$ cat config.mk
export PLATFORM = sky130hd
export DESIGN_NAME = bp_range_decoder
export DESIGN_NICKNAME = d
export VERILOG_FILES = /design/src/rtl/bp_pkg.sv /design/src/rtl/bp_len_calc.sv /design/src/rtl/bp_range_map.sv /design/src/rtl/bp_range_decoder.sv
export SDC_FILE = /design/constraint.sdc
export NUM_CORES = 1
export LEC_CHECK = 0
export ABC_AREA = 1
export ABC_CLOCK_PERIOD_IN_PS = 800
export BUFFER_PORTS_ARGS = -buffer_cell sky130_fd_sc_hd__clkbuf_2
export CORE_ASPECT_RATIO = 0.6
export CORE_MARGIN = 10
export CORE_UTILIZATION = 45
export CTS_CLUSTER_DIAMETER = 40
export DETAILED_ROUTE_END_ITERATION = 6
export GPL_TIMING_DRIVEN = 0
export PLACE_DENSITY = 0.83
export RECOVER_POWER = 25
export SETUP_SLACK_MARGIN = 0.15
export SLEW_MARGIN = 20
export SYNTH_ARGS = -nofsm -noshare
export SYNTH_HDL_FRONTEND = slang
export SYNTH_SLANG_ARGS = --single-unit
export TNS_END_PERCENT = 30
$ cat constraint.sdc
create_clock -name clk -period 0.8 [get_ports clk]
set_input_delay 0.08 -clock clk [delete_from_list [all_inputs] [get_ports clk]]
set_output_delay 0.08 -clock clk [all_outputs]
set_load 0.03 [all_outputs]
$ cat src/rtl/bp_pkg.sv
package bp_pkg;
    localparam int unsigned ADDR_W = 24;
    localparam int unsigned LEN_W  = ADDR_W + 1;

    typedef struct packed {
        logic [1:0] unused;
        logic       inv;
        logic       sect;
        logic       dir;
        logic [2:0] level;
    } prot_bits_t;

    typedef struct packed {
        logic              valid;
        logic              blocked;
        logic              none;
        logic [ADDR_W-1:0] start;
        logic [ADDR_W-1:0] last;
    } rsp_state_t;
endpackage

$ cat src/rtl/bp_len_calc.sv
module bp_len_calc
    import bp_pkg::*;
#(
    parameter int unsigned SIZE_KB        = 1024,
    parameter bit          LARGE_TOP_SECT = 1'b0
) (
    input  logic [2:0]       level,
    input  logic             sect,
    output logic [LEN_W-1:0] len
);
    localparam logic [31:0] ARRAY_B  = 32'(SIZE_KB) * 32'd1024;
    localparam int unsigned GRAN_KB  = (SIZE_KB >= 4096) ? (SIZE_KB / 64) : 64;
    localparam logic [31:0] GRAN_B   = 32'(GRAN_KB) * 32'd1024;
    localparam logic [31:0] TOP_SECT = LARGE_TOP_SECT ? 32'd65536 : 32'd32768;
    localparam bit          WRAP     = (SIZE_KB < 512);

    logic [2:0]  lvl_eff;
    logic [31:0] scaled;
    logic [31:0] len_w;

    generate
        if (WRAP) begin : g_wrap
            always_comb lvl_eff = level[2] ? {1'b0, level[1:0]} : level;
        end else begin : g_nowrap
            always_comb lvl_eff = level;
        end
    endgenerate

    always_comb begin
        scaled = 32'd0;
        if (lvl_eff != 3'd0) begin
            scaled = GRAN_B << (lvl_eff - 3'd1);
        end
        if (scaled > ARRAY_B) begin
            scaled = ARRAY_B;
        end

        if (level == 3'd0) begin
            len_w = 32'd0;
        end else if (level == 3'd7) begin
            len_w = ARRAY_B;
        end else if (sect) begin
            case (level)
                3'd1:    len_w = 32'd4096;
                3'd2:    len_w = 32'd8192;
                3'd3:    len_w = 32'd16384;
                default: len_w = TOP_SECT;
            endcase
        end else begin
            len_w = scaled;
        end
    end

    assign len = len_w[LEN_W-1:0];
endmodule

$ cat src/rtl/bp_range_map.sv
module bp_range_map
    import bp_pkg::*;
#(
    parameter int unsigned SIZE_KB = 1024
) (
    input  logic [LEN_W-1:0]  len,
    input  logic              dir,
    input  logic              inv,
    output logic              none,
    output logic [ADDR_W-1:0] start,
    output logic [ADDR_W-1:0] last
);
    localparam logic [31:0]      ARRAY_B32 = 32'(SIZE_KB) * 32'd1024;
    localparam logic [LEN_W-1:0] ARRAY_B   = ARRAY_B32[LEN_W-1:0];

    logic [LEN_W-1:0] eff_len;
    logic             at_top;
    logic [LEN_W-1:0] lo_w;
    logic [LEN_W-1:0] hi_w;

    always_comb begin
        eff_len = inv ? (ARRAY_B - len) : len;
        at_top  = inv ? dir : ~dir;
        none    = (eff_len == '0);
        lo_w    = '0;
        hi_w    = '0;
        if (!none) begin
            if (at_top) begin
                lo_w = ARRAY_B - eff_len;
                hi_w = ARRAY_B - 1'b1;
            end else begin
                lo_w = '0;
                hi_w = eff_len - 1'b1;
            end
        end
        start = lo_w[ADDR_W-1:0];
        last  = hi_w[ADDR_W-1:0];
    end
endmodule

$ cat src/rtl/bp_range_decoder.sv
module bp_range_decoder
    import bp_pkg::*;
#(
    parameter int unsigned SIZE_KB        = 1024,
    parameter bit          LARGE_TOP_SECT = 1'b0
) (
    input  logic              clk,
    input  logic              rst_n,
    input  logic              req_valid,
    input  logic [7:0]        prot_status,
    input  logic [ADDR_W-1:0] req_addr,
    output logic              rsp_valid,
    output logic              rsp_blocked,
    output logic              rng_none,
    output logic [ADDR_W-1:0] rng_start,
    output logic [ADDR_W-1:0] rng_last
);
    localparam rsp_state_t ST_RST = '{valid: 1'b0, blocked: 1'b0, none: 1'b1,
                                      start: '0, last: '0};

    prot_bits_t        pb;
    logic [LEN_W-1:0]  base_len;
    logic              win_none;
    logic [ADDR_W-1:0] win_start;
    logic [ADDR_W-1:0] win_last;
    rsp_state_t        st_d;
    rsp_state_t        st_q;

    assign pb = prot_bits_t'(prot_status);

    bp_len_calc #(
        .SIZE_KB       (SIZE_KB),
        .LARGE_TOP_SECT(LARGE_TOP_SECT)
    ) u_len (
        .level(pb.level),
        .sect (pb.sect),
        .len  (base_len)
    );

    bp_range_map #(
        .SIZE_KB(SIZE_KB)
    ) u_map (
        .len  (base_len),
        .dir  (pb.dir),
        .inv  (pb.inv),
        .none (win_none),
        .start(win_start),
        .last (win_last)
    );

    always_comb begin
        st_d       = st_q;
        st_d.valid = 1'b0;
        if (req_valid) begin
            st_d.valid   = 1'b1;
            st_d.none    = win_none;
            st_d.start   = win_start;
            st_d.last    = win_last;
            st_d.blocked = !win_none && (req_addr >= win_start) && (req_addr <= win_last);
        end
    end

    always_ff @(posedge clk or negedge rst_n) begin
        if (!rst_n) begin
            st_q <= ST_RST;
        end else begin
            st_q <= st_d;
        end
    end

    assign rsp_valid   = st_q.valid;
    assign rsp_blocked = st_q.blocked;
    assign rng_none    = st_q.none;
    assign rng_start   = st_q.start;
    assign rng_last    = st_q.last;
endmodule

==> impl_metrics.tcl, run 1 <==
set metrics [dict create \
    outcome "complete, but fails checks" \
    violations "design-rule violations, negative hold slack, negative setup slack" \
    slew_viol_final 0 \
    clkPwrFrac 0.125 \
    crit_slowest_cell "ha_1" \
    min_path_type "input pin to asynchronous set/reset pin" \
    ys_seq_area_frac 0.259 \
    clk_latency_ps 270 \
    crit_required_ps 1000 \
    area_growth_pct 61.1 \
    netlist_instances 386 \
    drive_gt1_frac 0.436 \
    p_sw_uw 3060 \
    power_density_nw_per_um2 1580 \
    synth_top_area_share 0.249 \
    crit_cells 23 \
    hpwl_um 6990 \
    grt_pass1_wl_um 15800 \
    die_area_um2 9640 \
    num_rows 21 \
    crit_fanout 7 \
    rsz0062_at_grt "true" \
    io_pins 86 \
    crit_path_frequent_cell "nand2_1" \
    routed_via_density 5.96 \
    startpoint_type "input pin" \
    ctsRootBufferMaster "clkbuf_8" \
    ant_nets 0 \
    fmax_mhz 324 \
    synth.distinct_cells 35 \
    fin_skew_ps 0 \
    critPathBufInv 4 \
    diodes 0 \
    ys_warn_count 0 \
    ir_drop_mv 0.826 \
    synth_edf_count 0 \
    grt_pass1_vias 3196 \
    grt_max_degree 29 \
    nets 585 \
    die_w_um 120 \
    synthArstFlopShare 1.00 \
    setup_viol 66 \
    cts_hold_buf 1 \
    cpPeakStageDelay_ps 300 \
    grt_use_total 0.200 \
    cts.sinks 28 \
    syn_area_um2 2720 \
    setup_ws_ps -2280 \
    slew_headroom 0.553 \
    first_pass_iters 7 \
    wl_per_cell_um 21.0 \
    synth_flop_cell "dfrtp_1" \
    wl_um 12400 \
    crit_family "simple AND/OR/NAND/NOR gates" \
    worst_slew_pin_slew_ps 671 \
    gp_congestion 0.917 \
    ff2ff_path_depth 2 \
    path_clk_slew_ps 90 \
    mostFrequentLayoutCells "nand2_1, buf_4, ha_1" \
    synth_seq_cells 28 \
    synth_largest_area_cell "dfrtp_1" \
    place_ws_ps -2520 \
    swShare 0.442 \
    finalCriticalPeriod_ps 3080 \
    final_common_cell "nand2_1" \
    htreeDepth 1 \
    p_comb_frac 0.613 \
    hold_ws_ps -178 \
    vias 3524 \
    worstSetupEndpointType "register" \
    clk_path_buf_depth 2 \
    path_class "input pin to register" \
    cts_tree "yes" \
    cts_buffers 3 \
    drc_errors 4 \
    arrival_ps 3280 \
    start_util 0.476 \
    power_leakage_uw 0.00229 \
    utilization 0.767 \
    post-route-period-util 3.85 \
    hold_viol 27 \
    p_seq_frac 0.261 \
    cap_violations 0 \
    dr.first_iter.drc_count 526 \
    cp_cell_sequence "clkbuf_2 -> nand2_1 -> inv_2 -> nor2_1 -> nor2_1 -> nand3_1 -> inv_1 -> nand3_1 -> nand2_1 -> nand2_4 -> nand2_4 -> nand2_1 -> nor2_2 -> inv_1 -> ha_1 -> nand2_1 -> nor2_1 -> nand2_1 -> o211ai_1 -> nand2_1 -> nand3_1 -> nand3_2 -> o21ai_1" \
    port_buffers 71 \
    antenna_found_initial 0 \
    synth_area_leaders "dfrtp_1, ha_1, nand2_1, buf_4, nand3_1" \
    r2r_slack_ps -30 \
    coreArea_um2 5700 \
    grt_overflow 0 \
    syn_avg_cell_area_um2 7.03 \
    internal_power_uw 3860 \
    die_h_um 80.2 \
]
final cells by class:
class                   count  area [um2]
multi-input cells         303        2090
fillers                   308        1330
repair buffers            110        1050
flip-flops and latches     28         703
plain buffers              31         219
inverters                  35         154
well taps                  80         100
clock buffers               4        55.1
cell usage after synthesis (2+ instances only):
master	n
o21ai_0	15
nor2_4	2
o21ai_1	11
clkbuf_1	5
a21oi_1	18
nor2_2	2
nor2_1	28
a21oi_2	2
nor3_1	5
nand2_1	107
nand3_1	33
nand2_2	8
inv_1	29
buf_2	2
inv_2	5
nand3_2	2
nand4_1	9
dfrtp_1	27
buf_4	23
ha_1	38
metrics by stage:
step           hold slack (ps)  total power [uW]  TNS [ps]  instances  area (um2)
6_report                  -178              6930    -39910        591        4370
5_1_grt                   -134              7200    -41860        591        4370
4_1_cts                   -156              6030    -32860        572        4050
3_5_place_dp               139              4470    -42240        548        3320
3_3_place_gp               128              4360    -39770        548        3320
2_1_floorplan             -216              3670    -27720        397        2870
power groups by stage:
stage | Sequential (uW) | Clock, uW | Combinational, uW
global placement | 1730 | 0 | 2620
CTS | 1750 | 858 | 3420
floorplan | 2080 | 0 | 1590
detailed placement | 1750 | 0 | 2720
global route | 1820 | 929 | 4440
finish | 1810 | 868 | 4250
worst paths after layout:
| path | from | endpoint |
|---|---|---|
| worst max-delay path | prot_status[1] | rsp_blocked |
| min in group clk | prot_status[2] | rng_start[12] |
| max in group asynchronous | rst_n | rng_last[11] |
| worst max register to register | rng_last[11] | rng_last[11] |
| worst min register to register | rng_none | rng_none |
| worst min-delay path | rst_n | rng_last[14] |
flip-flops by register name, summed over array words and instances, names as in the netlist:
| register | cells |
|---|---|
| rng_last | 13 |
| rng_start | 12 |
| rng_none | 1 |
| rsp_blocked | 1 |
| rsp_valid | 1 |
routing by layer:
layer  vias to the layer above  global-route usage  routed length (um)
li1                       1505                   -                   -
met1                      1585               0.237                4570
met2                       347               0.335                5370
met3                        87              0.0656                1850
met4                         0              0.0719                 589
met5                         -                   0                   0
logic make-up (layout without fill, tap and decap cells):
kind of cell | count (synthesis) | in the layout | share of synthesized area
AOI/OAI and AO/OA | 51 | 51 | 0.103
xor gates and xnor gates | 1 | 1 | 0.00323
buffers and inverters | 66 | 180 | 0.127
and+or+nand+nor | 201 | 201 | 0.332
other | 1 | 12 | 0.00138
adders and majority gates | 38 | 38 | 0.175
DFF | 28 | 28 | 0.259
timing repair:
action,in CTS,in global routing
pin swaps,24,24
endpoints found under the setup margin,66,66
endpoints found under the hold margin,28,27
setup buffers,18,19
gates resized for setup,113,71
gates cloned,1,0
(Power assumes the default switching activity.)
==> inputs of run 2 (changes only) <==
PLACE_DENSITY = 0.77   (was 0.83)
SYNTH_HIERARCHICAL = 1   (was unset)
==> run 2 against run 1 <==
  * The flow finishes with violations (negative hold slack, negative setup slack)
  * Synthesized area is 91% higher
  * Flip-flop and latch count increased by 23
  * Largest cell class unchanged
  * Combinational power grew 27%
  * Utilization down 8.1 points
  * Clock-buffer cell count up 2
  * Cell count grew 92%
  * Sequential power rose by 76%
  * Clock skew stayed put
  * Power up 65%
==> impl_metrics.tcl, run 2 <==
set metrics [dict create \
    outcome "complete, but fails checks" \
    violations "negative hold slack, negative setup slack" \
    port_buffers 83 \
    area_growth_pct 49.2 \
    swShare 0.391 \
    power_density_nw_per_um2 1470 \
    grt_pass1_vias 5421 \
    cts_buffers 5 \
    synth_flop_cell "dfrtp_1" \
    die_w_um 159 \
    rsz0062_at_grt "true" \
    start_util 0.460 \
    synth_common_cells "nand2_1, inv_1, nor2_1, dfrtp_1, ha_1" \
    yosysMostFrequentCell "nand2_1" \
    power_leakage_uw 0.00394 \
    startpoint_type "input pin" \
    post-route-period-util 3.79 \
    grt_max_degree 52 \
    clkPwrFrac 0.248 \
    syn_avg_cell_area_um2 6.30 \
    routed_via_density 5.43 \
    cts_hold_buf 1 \
    synth.distinct_cells 32 \
    wl_per_cell_um 17.2 \
    ant_nets 0 \
    ys_seq_area_frac 0.246 \
    synth_top_area_share 0.241 \
    cap_violations 0 \
    fmax_mhz 330 \
    vias 6148 \
    utilization 0.686 \
    finalCriticalPeriod_ps 3030 \
    num_rows 30 \
    path_clk_slew_ps 70 \
    dr.first_iter.drc_count 685 \
    fin_skew_ps 0 \
    grt_pass1_wl_um 27400 \
    synth_seq_cells 51 \
    mostFrequentLayoutCells "nand2_1, inv_1, nor2_1" \
    ys_warn_count 6 \
    die_area_um2 16400 \
    coreArea_um2 11300 \
    place_ws_ps -2580 \
    clk_path_buf_depth 2 \
    nets 1056 \
    ctsRootBufferMaster "clkbuf_16" \
    p_sw_uw 4470 \
    hold_ws_ps -159 \
    cts_tree "yes" \
    crit_required_ps 990 \
    first_pass_iters 5 \
    final_common_cell "nand2_1" \
    synth_edf_count 0 \
    worstSetupEndpointType "register" \
    drc_errors 0 \
    htreeDepth 2 \
    die_h_um 103 \
    crit_fanout 5 \
    grt_use_total 0.209 \
    hpwl_um 12500 \
    wl_um 19500 \
    internal_power_uw 6950 \
    path_class "input pin to register" \
    antenna_found_initial 0 \
    syn_area_um2 5190 \
    synthArstFlopShare 1.00 \
    hold_viol 50 \
    diodes 0 \
    cts.sinks 51 \
    p_comb_frac 0.474 \
    drive_gt1_frac 0.372 \
    arrival_ps 3220 \
    setup_viol 89 \
    slew_headroom 0.505 \
    grt_overflow 0 \
    p_seq_frac 0.279 \
    synth_largest_area_cell "dfrtp_1" \
    netlist_instances 825 \
    multi_input_area_um2 3990 \
    min_path_type "input pin to asynchronous set/reset pin" \
    gp_congestion 0.912 \
    fillerInstances 818 \
    slew_viol_final 0 \
    clk_latency_ps 300 \
    regArea_um2 1280 \
    setup_ws_ps -2230 \
    ir_drop_mv 0.988 \
    worst_slew_pin_slew_ps 742 \
    synth_area_leaders "dfrtp_1, nand2_1, ha_1, inv_1, nor2_1" \
    io_pins 86 \
]
[run 2: changes by cell type in the layout (fill, tap and decap cells not counted), sizes merged, moves of 6 or more]
cell / delta
dfrtp: +23
a21oi: +6
nor2: +82
buf: +19
nand2: +165
ha: +12
inv: +86
nand3: +13
xor2: +15
o21ai: +30
[run 2: timing repair]
| action | in CTS | in global routing |
|---|---|---|
| pin swaps | 46 | 45 |
| buffers inserted | 22 | 17 |
| resized for setup | 229 | 133 |
| cloned | 1 | 0 |
| hold endpoints to repair | 51 | 50 |
| setup endpoints to repair | 95 | 101 |
[run 2: layout make-up]
type,count,share of cell area
repair buffers,124,0.172
flip-flops and latches,51,0.165
inverters,120,0.0618
well taps,160,0.0258
plain buffers,36,0.0368
clock inverters,2,0.00775
clock buffers,6,0.0166
multi-input cells,633,0.514
[run 2: worst paths after layout]
check | to | cells after the start | slack (ps) | from
setup / recovery | rsp_blocked | 28 | -2230 | prot_status[2]
hold / removal | rng_last[4] | 1 | -160 | rst_n
setup reg to reg | rng_none | 2 | -80 | rng_none
hold reg to reg | rng_start[9] | 2 | 530 | rng_start[9]
max in group asynchronous | rng_last[15] | 1 | 470 | rst_n
min in group clk | rng_none | 3 | 110 | req_valid
[run 2: critical path: stages]
cell and delay (ps):
clkbuf_16 140, inv_16 60, nand3_4 80, nor2_4 190, nor2_4 60, nand2_2 90
nor2_1 40, nand2_1 110, nand2_1 80, nand2_2 90, nand2_4 80, nor2_4 160
nand4_4 130, nor2_4 240, a21oi_4 110, buf_4 160, nand2_1 100, nor2_1 50
inv_1 110, ha_1 290, nand2_1 100, o21ai_1 90, nor2_1 200, nand2_1 80
nor2_1 120, nor2_2 40, nand2_1 60, nand2_1 60
[run 2: through the flow]
stage               total power [uW]  setup TNS (ps)  hold slack [ps]  std cells  instance area [um2]
finish                         11400          -56020             -159       1132                 7750
global route                   12000          -61740            -97.1       1132                 7750
CTS                            10500          -48440             -112       1115                 7250
detailed placement              6720          -63390              205       1083                 5970
global placement                6650          -83810              291       1083                 5970
floorplan                       5720          -36980             -216        840                 5360
[run 2: metal layers]
metal  vias to the layer above  global-route usage  part of all wire
met5                         -                   0                 0
met4                         0              0.0383             0.038
met3                        99              0.0463              0.11
met2                       416               0.329              0.44
met1                      2799               0.289              0.41
li1                       2834                   -                 -
[run 2: power by group through the flow]
stage | Sequential (uW) | Combinational (uW) | Clock, uW
floorplan | 3680 | 2040 | 0
global placement | 3090 | 3560 | 0
detailed placement | 3100 | 3620 | 0
CTS | 3100 | 4590 | 2800
global route | 3220 | 5800 | 2950
finish | 3180 | 5410 | 2830
[run 2: logic make-up (layout without fill, tap and decap cells)]
group	after synthesis	in the layout	synth area share
AO/OA/AOI/OAI	88	88	0.0906
XOR/XNOR	20	20	0.0337
adder cells (fa/ha/maj)	50	50	0.120
buffers and inverters	156	288	0.134
flip-flops	51	51	0.246
other	1	16	0.000722
AND/OR/NAND/NOR	459	459	0.374
==> inputs of run 3 (changes only) <==
BUFFER_PORTS_ARGS = unset   (was -buffer_cell sky130_fd_sc_hd__clkbuf_2)
DONT_BUFFER_PORTS = 1   (was unset)
PLACE_DENSITY = 0.71   (was 0.77)
==> run 3 against run 2 <==
  * Sequential power is 19% higher
  * First-iteration DRC count is 30% lower
  * Maximum frequency is 9.6% higher
  * Critical path depth is 2 lower
  * Worst hold slack worse by 370 ps
  * Routed wire length is 17% lower
  * Non-clock buffer count is 89 lower
  * Cell count is 7.9% lower
  * The run still ends with negative hold slack, negative setup slack left
  * Highest routed layer unchanged
  * Largest power group is now sequential cells
==> impl_metrics.tcl, run 3 (same netlist as run 2, synthesis figures left out) <==
set metrics [dict create \
    outcome "complete, but fails checks" \
    violations "negative hold slack, negative setup slack" \
    mostFrequentLayoutCells "nand2_1, inv_1, nor2_1" \
    wl_per_cell_um 15.5 \
    io_pins 86 \
    setup_ws_ps -1970 \
    min_path_type "input pin to asynchronous set/reset pin" \
    clk_path_buf_depth 2 \
    hold_ws_ps -528 \
    vias 5293 \
    post-route-period-util 3.46 \
    coreArea_um2 11300 \
    wl_um 16200 \
    ff2ff_path_depth 2 \
    startpoint_type "input pin" \
    cts_buffers 5 \
    timing.rr.start "rng_none" \
    r2r_slack_ps -60 \
    drive_gt1_frac 0.361 \
    dr.first_iter.drc_count 480 \
    area_growth_pct 30.2 \
    final_common_cell "nand2_1" \
    path_class "input pin to register" \
    die_w_um 159 \
    hpwl_um 12000 \
    htreeDepth 2 \
    fmax_mhz 362 \
    worst_slew_pin_slew_ps 758 \
    clk_latency_ps 290 \
    port_buffers 0 \
    arrival_ps 3000 \
    hold_viol 51 \
    ir_drop_mv 0.859 \
    nets 967 \
    slew_headroom 0.495 \
    start_util 0.460 \
    first_pass_iters 5 \
    die_h_um 103 \
    setup_viol 89 \
    worstSetupEndpointType "register" \
    path_clk_slew_ps 70 \
    fin_skew_ps 0 \
    gp_congestion 0.905 \
    ctsRootBufferMaster "clkbuf_16" \
    power_leakage_uw 0.00331 \
    cts_tree "yes" \
    dp_cells 1000 \
    cts_hold_buf 1 \
    layout.cells.non_filler 1043 \
    drc_errors 0 \
    slew_viol_final 0 \
    grt_overflow 0 \
    power_density_nw_per_um2 1380 \
    ant_nets 0 \
    routed_via_density 5.07 \
    grt_pass1_vias 4809 \
    num_rows 30 \
    grt_pass1_wl_um 24600 \
    grt_use_total 0.187 \
    diodes 0 \
    antenna_found_initial 0 \
    finalCriticalPeriod_ps 2770 \
    die_area_um2 16400 \
    rsz0062_at_grt "true" \
    grt_max_degree 52 \
    crit_fanout 5 \
    cts.sinks 51 \
    rr_endpoint "rng_none" \
    crit_required_ps 1040 \
    cap_violations 0 \
    fillerInstances 998 \
]
## run 3: critical path: stages
cell       delay (ps)
clkinv_16          30
nand3_4            90
nor2_4            190
nor2_4             60
nand2_2            90
nor2_1             50
nand2_1            90
nand2_1            70
nand2_2            90
nand2_4            70
nor2_4            120
nand4_4           150
nor2_4            230
nand2_4           130
buf_8             160
nand2_1            70
nand2_1            70
inv_2              90
ha_4              210
a21oi_1           170
o21ai_0           140
a21oi_2           220
nand3_1           100
nand2_1            70
nand2_1            60
nand2_1            80
## run 3: cell type report
| cell class | instances | area, um2 | share of cell area |
|---|---|---|---|
| multi-input combinational | 633 | 3970 | 0.587 |
| sequential | 51 | 1340 | 0.198 |
| inverter | 120 | 497 | 0.0735 |
| timing repair buffer | 35 | 334 | 0.0494 |
| buffer | 36 | 279 | 0.0413 |
| tap | 160 | 200 | 0.0296 |
| clock buffer | 6 | 129 | 0.0191 |
| clock inverter | 2 | 12.5 | 0.00185 |
## run 3: stage by stage
step	setup TNS [ps]	cell area [um2]	setup WS (ps)	power, uW	utilization
after detailed placement	-51730	5560	-2300	6250	0.492
final	-42120	6760	-1970	9330	0.598
after global placement	-50770	5560	-2270	6200	0.492
after CTS	-37540	6200	-1780	8740	0.549
after floorplan	-36980	5360	-1770	5720	-
after global routing	-47940	6760	-2110	9910	0.598
## run 3: per-layer routing
layer  track usage  share of wire  up-vias
li1              -              -     2647
met1         0.265           0.44     2398
met2         0.271           0.42      219
met3        0.0669           0.13       29
met4        0.0269          0.012        0
met5             0              0        -
## run 3: how the worst max path moves through the flow
stage,from,end,cells past startpoint
after floorplan,prot_status[0],rsp_blocked,30
after global placement,prot_status[1],rsp_blocked,29
after detailed placement,prot_status[1],rsp_blocked,26
after CTS,prot_status[2],rsp_blocked,33
after global routing,prot_status[2],rsp_blocked,27
final,prot_status[2],rsp_blocked,26
## run 3: timing repair
action                                 in CTS  in global routing
buffers inserted                           17                 16
pin swaps                                  46                 67
gates resized for setup                   131                110
cloned                                      0                  1
endpoints found under the hold margin      54                 51
setup endpoints to repair                 101                101
## run 3: report_power, final
part / total [uW] / switching, uW / internal (uW)
sequential: 3790 / 857 / 2940
clock: 2130 / 976 / 1160
combinational: 3400 / 2030 / 1370
